`src/rtl/gpio_edge_pkg.sv`:
```
package gpio_edge_pkg;

  localparam int BUS_W = 32;

  // Register offsets (byte addresses, 8-bit decode)
  localparam logic [7:0] OFS_RISE = 8'h00;
  localparam logic [7:0] OFS_FALL = 8'h04;
  localparam logic [7:0] OFS_MASK = 8'h08;
  localparam logic [7:0] OFS_PEND = 8'h0C;
  localparam logic [7:0] OFS_CLR  = 8'h10;

  typedef enum logic [2:0] {
    SEL_NONE,
    SEL_RISE,
    SEL_FALL,
    SEL_MASK,
    SEL_PEND,
    SEL_CLR
  } reg_sel_e;

  function automatic reg_sel_e f_decode(input logic [7:0] a);
    case (a)
      OFS_RISE: return SEL_RISE;
      OFS_FALL: return SEL_FALL;
      OFS_MASK: return SEL_MASK;
      OFS_PEND: return SEL_PEND;
      OFS_CLR:  return SEL_CLR;
      default:  return SEL_NONE;
    endcase
  endfunction

  // One pin: does the transition prev->cur qualify under the enables?
  function automatic logic f_edge_hit(input logic prev, input logic cur,
                                      input logic ren, input logic fen);
    return (ren & cur & ~prev) | (fen & prev & ~cur);
  endfunction

  // One pin: next cause value; a set beats a clear in the same cycle.
  function automatic logic f_cause_next(input logic cur, input logic set,
                                        input logic clr);
    return set | (cur & ~clr);
  endfunction

endpackage

```
`src/rtl/gpio_pin_sync.sv`:
```
module gpio_pin_sync #(
  parameter int W      = 32,
  parameter int STAGES = 2
) (
  input  logic         clk,
  input  logic         rst,
  input  logic [W-1:0] d_i,
  output logic [W-1:0] q_o
);

  logic [W-1:0] stage_q [STAGES];

  always_ff @(posedge clk) begin
    if (rst) stage_q[0] <= '0;
    else     stage_q[0] <= d_i;
  end

  for (genvar s = 1; s < STAGES; s++) begin : g_stage
    always_ff @(posedge clk) begin
      if (rst) stage_q[s] <= '0;
      else     stage_q[s] <= stage_q[s-1];
    end
  end

  assign q_o = stage_q[STAGES-1];

endmodule

```
`src/rtl/gpio_cause_bank.sv`:
```
module gpio_cause_bank
  import gpio_edge_pkg::*;
#(
  parameter int NPINS = 32
) (
  input  logic             clk,
  input  logic             rst,
  input  logic [NPINS-1:0] lvl_i,
  input  logic [NPINS-1:0] rise_en_i,
  input  logic [NPINS-1:0] fall_en_i,
  input  logic [NPINS-1:0] clr_i,
  output logic [NPINS-1:0] set_o,
  output logic [NPINS-1:0] cause_o
);

  logic [NPINS-1:0] prev_q;
  logic [NPINS-1:0] cause_q;

  always_ff @(posedge clk) begin
    if (rst) prev_q <= '0;
    else     prev_q <= lvl_i;
  end

  for (genvar n = 0; n < NPINS; n++) begin : g_pin
    assign set_o[n] = f_edge_hit(prev_q[n], lvl_i[n], rise_en_i[n], fall_en_i[n]);
    always_ff @(posedge clk) begin
      if (rst) cause_q[n] <= 1'b0;
      else     cause_q[n] <= f_cause_next(cause_q[n], set_o[n], clr_i[n]);
    end
  end

  assign cause_o = cause_q;

  // A detected edge is always captured, even against a clear
  p_set_wins_r8: assert property (@(posedge clk) disable iff (rst)
    (set_o != '0) |=> ((cause_q & $past(set_o)) == $past(set_o)));

  // Set bits survive unless cleared
  p_sticky_r6: assert property (@(posedge clk) disable iff (rst)
    1'b1 |=> ((cause_q & $past(cause_q & ~clr_i)) == $past(cause_q & ~clr_i)));

  // No cause bit appears without a qualifying edge
  p_no_spurious_r5: assert property (@(posedge clk) disable iff (rst)
    1'b1 |=> ((cause_q & ~$past(cause_q) & ~$past(set_o)) == '0));

endmodule

```
`src/rtl/gpio_reg_bank.sv`:
```
module gpio_reg_bank
  import gpio_edge_pkg::*;
#(
  parameter int NPINS  = 32,
  parameter int ADDR_W = 8
) (
  input  logic              clk,
  input  logic              rst,
  input  logic              bus_en,
  input  logic              bus_wr,
  input  logic [ADDR_W-1:0] bus_addr,
  input  logic [BUS_W-1:0]  bus_wdata,
  output logic [BUS_W-1:0]  bus_rdata,
  input  logic [NPINS-1:0]  pend_i,
  output logic [NPINS-1:0]  rise_en_o,
  output logic [NPINS-1:0]  fall_en_o,
  output logic [NPINS-1:0]  mask_o,
  output logic [NPINS-1:0]  clr_o
);

  reg_sel_e         sel;
  logic             wr_stb;
  logic             rd_stb;
  logic [BUS_W-1:0] rd_mux;
  logic [NPINS-1:0] wr_bits;

  assign sel     = f_decode(8'(bus_addr));
  assign wr_stb  = bus_en & bus_wr;
  assign rd_stb  = bus_en & ~bus_wr;
  assign wr_bits = bus_wdata[NPINS-1:0];
  assign clr_o   = (wr_stb && sel == SEL_CLR) ? wr_bits : '0;

  always_ff @(posedge clk) begin
    if (rst) begin
      rise_en_o <= '0;
      fall_en_o <= '0;
      mask_o    <= '0;
    end else if (wr_stb) begin
      case (sel)
        SEL_RISE: rise_en_o <= wr_bits;
        SEL_FALL: fall_en_o <= wr_bits;
        SEL_MASK: mask_o    <= wr_bits;
        default:  ;
      endcase
    end
  end

  always_comb begin
    rd_mux = '0;
    case (sel)
      SEL_RISE: rd_mux[NPINS-1:0] = rise_en_o;
      SEL_FALL: rd_mux[NPINS-1:0] = fall_en_o;
      SEL_MASK: rd_mux[NPINS-1:0] = mask_o;
      SEL_PEND: rd_mux[NPINS-1:0] = pend_i;
      default:  rd_mux = '0;
    endcase
  end

  always_ff @(posedge clk) begin
    if (rst)         bus_rdata <= '0;
    else if (rd_stb) bus_rdata <= rd_mux;
  end

  // Read data only moves on a read
  p_rdata_hold_r11: assert property (@(posedge clk) disable iff (rst)
    !rd_stb |=> $stable(bus_rdata));

  // Enables only move on a write
  p_cfg_hold_r11: assert property (@(posedge clk) disable iff (rst)
    !wr_stb |=> ($stable(rise_en_o) && $stable(fall_en_o) && $stable(mask_o)));

endmodule

```
`src/rtl/gpio_edge_cause.sv`:
```
module gpio_edge_cause
  import gpio_edge_pkg::*;
#(
  parameter int NPINS       = 32,
  parameter int SYNC_STAGES = 2,
  parameter int ADDR_W      = 8
) (
  input  logic              clk,
  input  logic              rst,
  input  logic [NPINS-1:0]  pin_i,
  input  logic              bus_en,
  input  logic              bus_wr,
  input  logic [ADDR_W-1:0] bus_addr,
  input  logic [31:0]       bus_wdata,
  output logic [31:0]       bus_rdata,
  output logic              irq_o
);

  logic [NPINS-1:0] lvl_sync;
  logic [NPINS-1:0] rise_en;
  logic [NPINS-1:0] fall_en;
  logic [NPINS-1:0] mask;
  logic [NPINS-1:0] clr_vec;
  logic [NPINS-1:0] set_vec;
  logic [NPINS-1:0] cause;
  logic [NPINS-1:0] pending;

  gpio_pin_sync #(.W(NPINS), .STAGES(SYNC_STAGES)) u_sync (
    .clk (clk),
    .rst (rst),
    .d_i (pin_i),
    .q_o (lvl_sync)
  );

  gpio_cause_bank #(.NPINS(NPINS)) u_cause (
    .clk       (clk),
    .rst       (rst),
    .lvl_i     (lvl_sync),
    .rise_en_i (rise_en),
    .fall_en_i (fall_en),
    .clr_i     (clr_vec),
    .set_o     (set_vec),
    .cause_o   (cause)
  );

  gpio_reg_bank #(.NPINS(NPINS), .ADDR_W(ADDR_W)) u_regs (
    .clk       (clk),
    .rst       (rst),
    .bus_en    (bus_en),
    .bus_wr    (bus_wr),
    .bus_addr  (bus_addr),
    .bus_wdata (bus_wdata),
    .bus_rdata (bus_rdata),
    .pend_i    (pending),
    .rise_en_o (rise_en),
    .fall_en_o (fall_en),
    .mask_o    (mask),
    .clr_o     (clr_vec)
  );

  assign pending = cause & mask;

  always_ff @(posedge clk) begin
    if (rst) irq_o <= 1'b0;
    else     irq_o <= |pending;
  end

  // Interrupt rises one clock after anything is pending
  p_irq_high_r10: assert property (@(posedge clk) disable iff (rst)
    (pending != '0) |=> irq_o);

  // Interrupt drops one clock after nothing is pending
  p_irq_low_r10: assert property (@(posedge clk) disable iff (rst)
    (pending == '0) |=> !irq_o);

  // A masked cause never drives the line by itself
  p_mask_gate_r9: assert property (@(posedge clk) disable iff (rst)
    ((cause & mask) == '0) |=> !irq_o);

endmodule

```
`config.mk`:
```
export PLATFORM = sky130hd
export DESIGN_NAME = gpio_edge_cause
export DESIGN_NICKNAME = d
export VERILOG_FILES = /design/src/rtl/gpio_edge_pkg.sv /design/src/rtl/gpio_pin_sync.sv /design/src/rtl/gpio_cause_bank.sv /design/src/rtl/gpio_reg_bank.sv /design/src/rtl/gpio_edge_cause.sv
export SDC_FILE = /design/constraint.sdc
export NUM_CORES = 1
export LEC_CHECK = 0
export BUFFER_PORTS_ARGS = -buffer_cell sky130_fd_sc_hd__buf_2
export CAP_MARGIN = 30
export CORE_ASPECT_RATIO = 0.5
export CORE_MARGIN = 2
export CORE_UTILIZATION = 45
export DETAILED_ROUTE_END_ITERATION = 12
export PLACE_DENSITY = 0.7
export SKIP_CTS_REPAIR_TIMING = 1
export SLEW_MARGIN = 20
export SYNTH_ARGS = -nofsm -noshare
export SYNTH_HDL_FRONTEND = slang
export SYNTH_SLANG_ARGS = --single-unit
```
`constraint.sdc`:
```
create_clock -name clk -period 2.55 [get_ports clk]
set_input_delay 0.1275 -clock clk [delete_from_list [all_inputs] [get_ports clk]]
set_output_delay 0.1275 -clock clk [all_outputs]
set_load 0.03 [all_outputs]
```
==> results by group <==
Critical path
  – Cell Chain, Critical Path: buf_2, or4_1, or4_4, mux2i_1, nor2_1
  – Flop-to-flop setup slack: 1.09 ns
  – Worst Setup Path Type: in -> reg
  – Worst-path maximum fanout: 32
  – Slowest-stage cell, CP: or4_4
  – R2r worst-path depth: 4
  – CP endpoint kind: flop
  – Crit path largest cell delay: 0.86 ns
  – CP startpoint kind: input pin
  – Worst r2r src: u_cause.cause_o[23]
  – Req. time, crit path: 2.91 ns
  – CP Buf/Inv Count: 1
  – Worst R2R End: irq_o
  – WP data arrival: 2.12 ns
  – Crit-path leading delay family: simple AND/OR/NAND/NOR gates

Clock network
  – H-tree depth: 1
  – Clk pin slew, worst setup/hold paths: 0.07 ns
  – Root Buffer: clkbuf_16
  – Sink Count: 257
  – Clk buf depth: 3
  – Clk Latency, worst-skew pair: 0.50 ns
  – CTS buffer count: 22
  – CTS tree: yes

STA
  – Final worst path period share: 0.690
  – Hold Fails Final Rpt: 0
  – Max Clk Rate: 568 MHz
  – Slew Limit Fails: 0
  – Hold slack final: 0.239 ns
  – Clk_skew: 0.0114 ns
  – # setup viols final: 0
  – TNS Setup: 0 ns
  – Max-slew headroom: 0.467
  – RSZ-0062 raised after global routing: false
  – Slew at the pin closest to its max-slew limit: 0.799 ns
  – Setup WS post-layout: 0.791 ns
  – Post-layout min period: 1.76 ns

Layout
  – Layout Nets: 1270
  – Diodes inserted: 0
  – Final core utilization: 0.572
  – Share of cells above drive strength 1: 0.145
  – Layout Area Growth over Synthesis: 23.0%
  – Final Cell Area: 12000 um2
  – FILL cells: 1824
  – Final non-filler cell total: 1500

Run status
  – Status: complete, no violations

GRT
  – Total global-route track usage: 0.218
  – Vias in the first global route: 7338
  – Pin count of the biggest net entering global routing: 123
  – Initial antenna violation count: 0
  – Total grt overflow: 0
  – First-pass GRT wire length: 39400 um

Drt
  – Drt drc: 0
  – Routed vias/inst: 5.41
  – Final wirelength: 26000 um
  – WL per Instance: 17.3 um
  – DR pass1 iterations: 5
  – Routed Antenna Nets: 0
  – Initial drt markers: 550
  – Via count: 8111

Pwr
  – Sw frac: 0.210
  – Sequential power share: 0.520
  – Clk pwr share: 0.433
  – Static leakage: 4.53 nW
  – Power per cell area: 660 nW/um2
  – P_int: 6.24 mW
  – P_sw: 1.66 mW
  – Total power: 7.89 mW
  – Logic pwr share: 0.047
  – Maximum vdd drop: 360 uV

Logic synthesis
  – Synth Register Bits: 257
  – Synth Warn #: 0
  – FFs w/ async S/R, synth: 0
  – Post-synthesis net count: 1123
  – Sequential fraction of the synthesis area: 0.530
  – Avg Inst Size Synth: 9.28 um2
  – Post-synthesis cell area: 9710 um2
  – Number of synthesized flops with an enable pin: 0
  – Top_reg_cell synth: dfxtp_1
  – Synth Instances: 1047
  – Unique masters post-synth: 30

Placed design
  – DP Area: 10600 um2
  – Port Buf Inserts: 108
  – Inst Count DP: 1398
  – Gpl congestion: 0.833
  – Pre-CTS WS: 0.325 ns
  – Final HPWL DP: 16200 um

Worst hold path
  – Hold Crit Endpoint: u_regs.rise_en_o[21]
  – Hold WC Path Type: in -> reg
  – HP Start: bus_addr[5]
  – Hold depth: 5

Floorplan
  – Die height: 108 um
  – Die Area: 22800 um2
  – Num rows: 37
  – Core Area: 20900 um2
  – Die Span X: 212 um
  – Starting Density: 0.465
  – IO Count: 109

Job
  – Max_cap viols: 0
==> worst max-delay path by stage <==
stage                                    end         from  slack, ns  depth (start not counted)
after floorplan             u_regs.mask_o[0]  bus_addr[7]       0.66                          7
after global placement      u_regs.mask_o[9]  bus_addr[7]       0.34                          5
after detailed placement   u_regs.mask_o[18]  bus_addr[7]       0.32                          5
after CTS                  u_regs.mask_o[18]  bus_addr[7]       0.84                          5
after global routing      u_cause.cause_o[5]  bus_addr[7]       0.75                          6
final                      u_regs.mask_o[18]  bus_addr[7]       0.79                          5
==> final cells by class <==
cell class                 instances  area, um2  area share
inverter                          33        124      0.0104
clock buffer                      36        704      0.0589
tap                              292        365      0.0306
clock inverter                     2       35.0     0.00293
timing repair buffer             196       1410       0.118
sequential                       257       5140       0.431
multi-input combinational        684       4170       0.349
==> cells in the mapped netlist, types with 4 or more instances <==
master	count	area share
o21ai_0	26	0.013
mux2i_1	32	0.033
or4_1	6	0.0046
a221oi_1	30	0.027
buf_2	6	0.0031
nor4_2	4	0.0052
buf_6	4	0.0046
inv_1	33	0.013
dfxtp_1	257	0.53
a31oi_1	32	0.021
a21oi_1	66	0.034
clkbuf_1	62	0.024
a22oi_1	46	0.036
nand4_1	4	0.0026
nor2_1	35	0.014
a32oi_1	30	0.027
nand3b_1	64	0.049
nand2_1	161	0.062
nor2b_1	97	0.062
nand2b_1	34	0.022
o21ai_1	6	0.0031
==> per-layer routing <==
layer	vias to the layer above	global-route usage	routed length (um)
li1	3958	-	-
met1	3920	0.289	12100
met2	203	0.365	12100
met3	30	0.0484	1550
met4	0	0.0508	304
met5	-	0	0
==> kinds of logic (layout without fill, tap and decap cells) <==
| group | Yosys count | after routing | share of synthesized area |
|---|---|---|---|
| buffers and inverters | 106 | 267 | 0.0452 |
| muxes | 32 | 32 | 0.0330 |
| AOI/OAI and AO/OA | 240 | 240 | 0.164 |
| DFF | 257 | 257 | 0.530 |
| and+or+nand+nor | 412 | 412 | 0.228 |
==> tightest hold or removal path: cells and delay by family <==
kind	cells	cell delay, ns
simple gates	2	0.15
compound gates	1	0.05
buf+inv	2	0.36
==> flip-flops by register name (all words and copies together) (netlist names) <==
name,count
u_cause.cause_o,32
u_regs.mask_o,32
u_cause.prev_q,32
u_regs.rise_en_o,32
u_regs.fall_en_o,32
u_regs.bus_rdata,32
irq_o,1
u_sync.stage_q,64
==> power groups by stage <==
stage                     clock network (mW)  logic (mW)  registers, mW
final                                   3.42       0.374           4.10
after global routing                    3.62       0.407           4.10
after detailed placement                   0       0.294           4.19
after floorplan                            0       0.157           4.18
after CTS                               3.47       0.296           4.10
after global placement                     0       0.287           4.19
==> cells in the final DEF, fill, tap and decap left out, types with 2 or more instances in the layout <==
| cell type | synthesis | routed |
|---|---|---|
| dfxtp_1 | 257 | 257 |
| nand2_1 | 161 | 161 |
| buf_2 | 6 | 107 |
| nor2b_1 | 97 | 97 |
| a21oi_1 | 66 | 66 |
| nand3b_1 | 64 | 64 |
| dlygate4sd3_1 | 0 | 64 |
| a22oi_1 | 46 | 46 |
| nor2_1 | 35 | 34 |
| nand2b_1 | 34 | 33 |
| inv_1 | 33 | 33 |
| mux2i_1 | 32 | 32 |
| a31oi_1 | 32 | 32 |
| a32oi_1 | 30 | 30 |
| a221oi_1 | 30 | 30 |
| o21ai_0 | 26 | 26 |
| clkbuf_16 | 0 | 23 |
| buf_4 | 1 | 21 |
| clkbuf_8 | 0 | 9 |
| or4_1 | 6 | 6 |
| o21ai_1 | 6 | 6 |
| clkbuf_1 | 62 | 5 |
| nor4_4 | 0 | 4 |
| nand4_1 | 4 | 4 |
| buf_12 | 0 | 3 |
| or2_2 | 2 | 2 |
| a32o_1 | 2 | 2 |
| o31ai_1 | 2 | 2 |
Power figures use the tool's default switching activity.
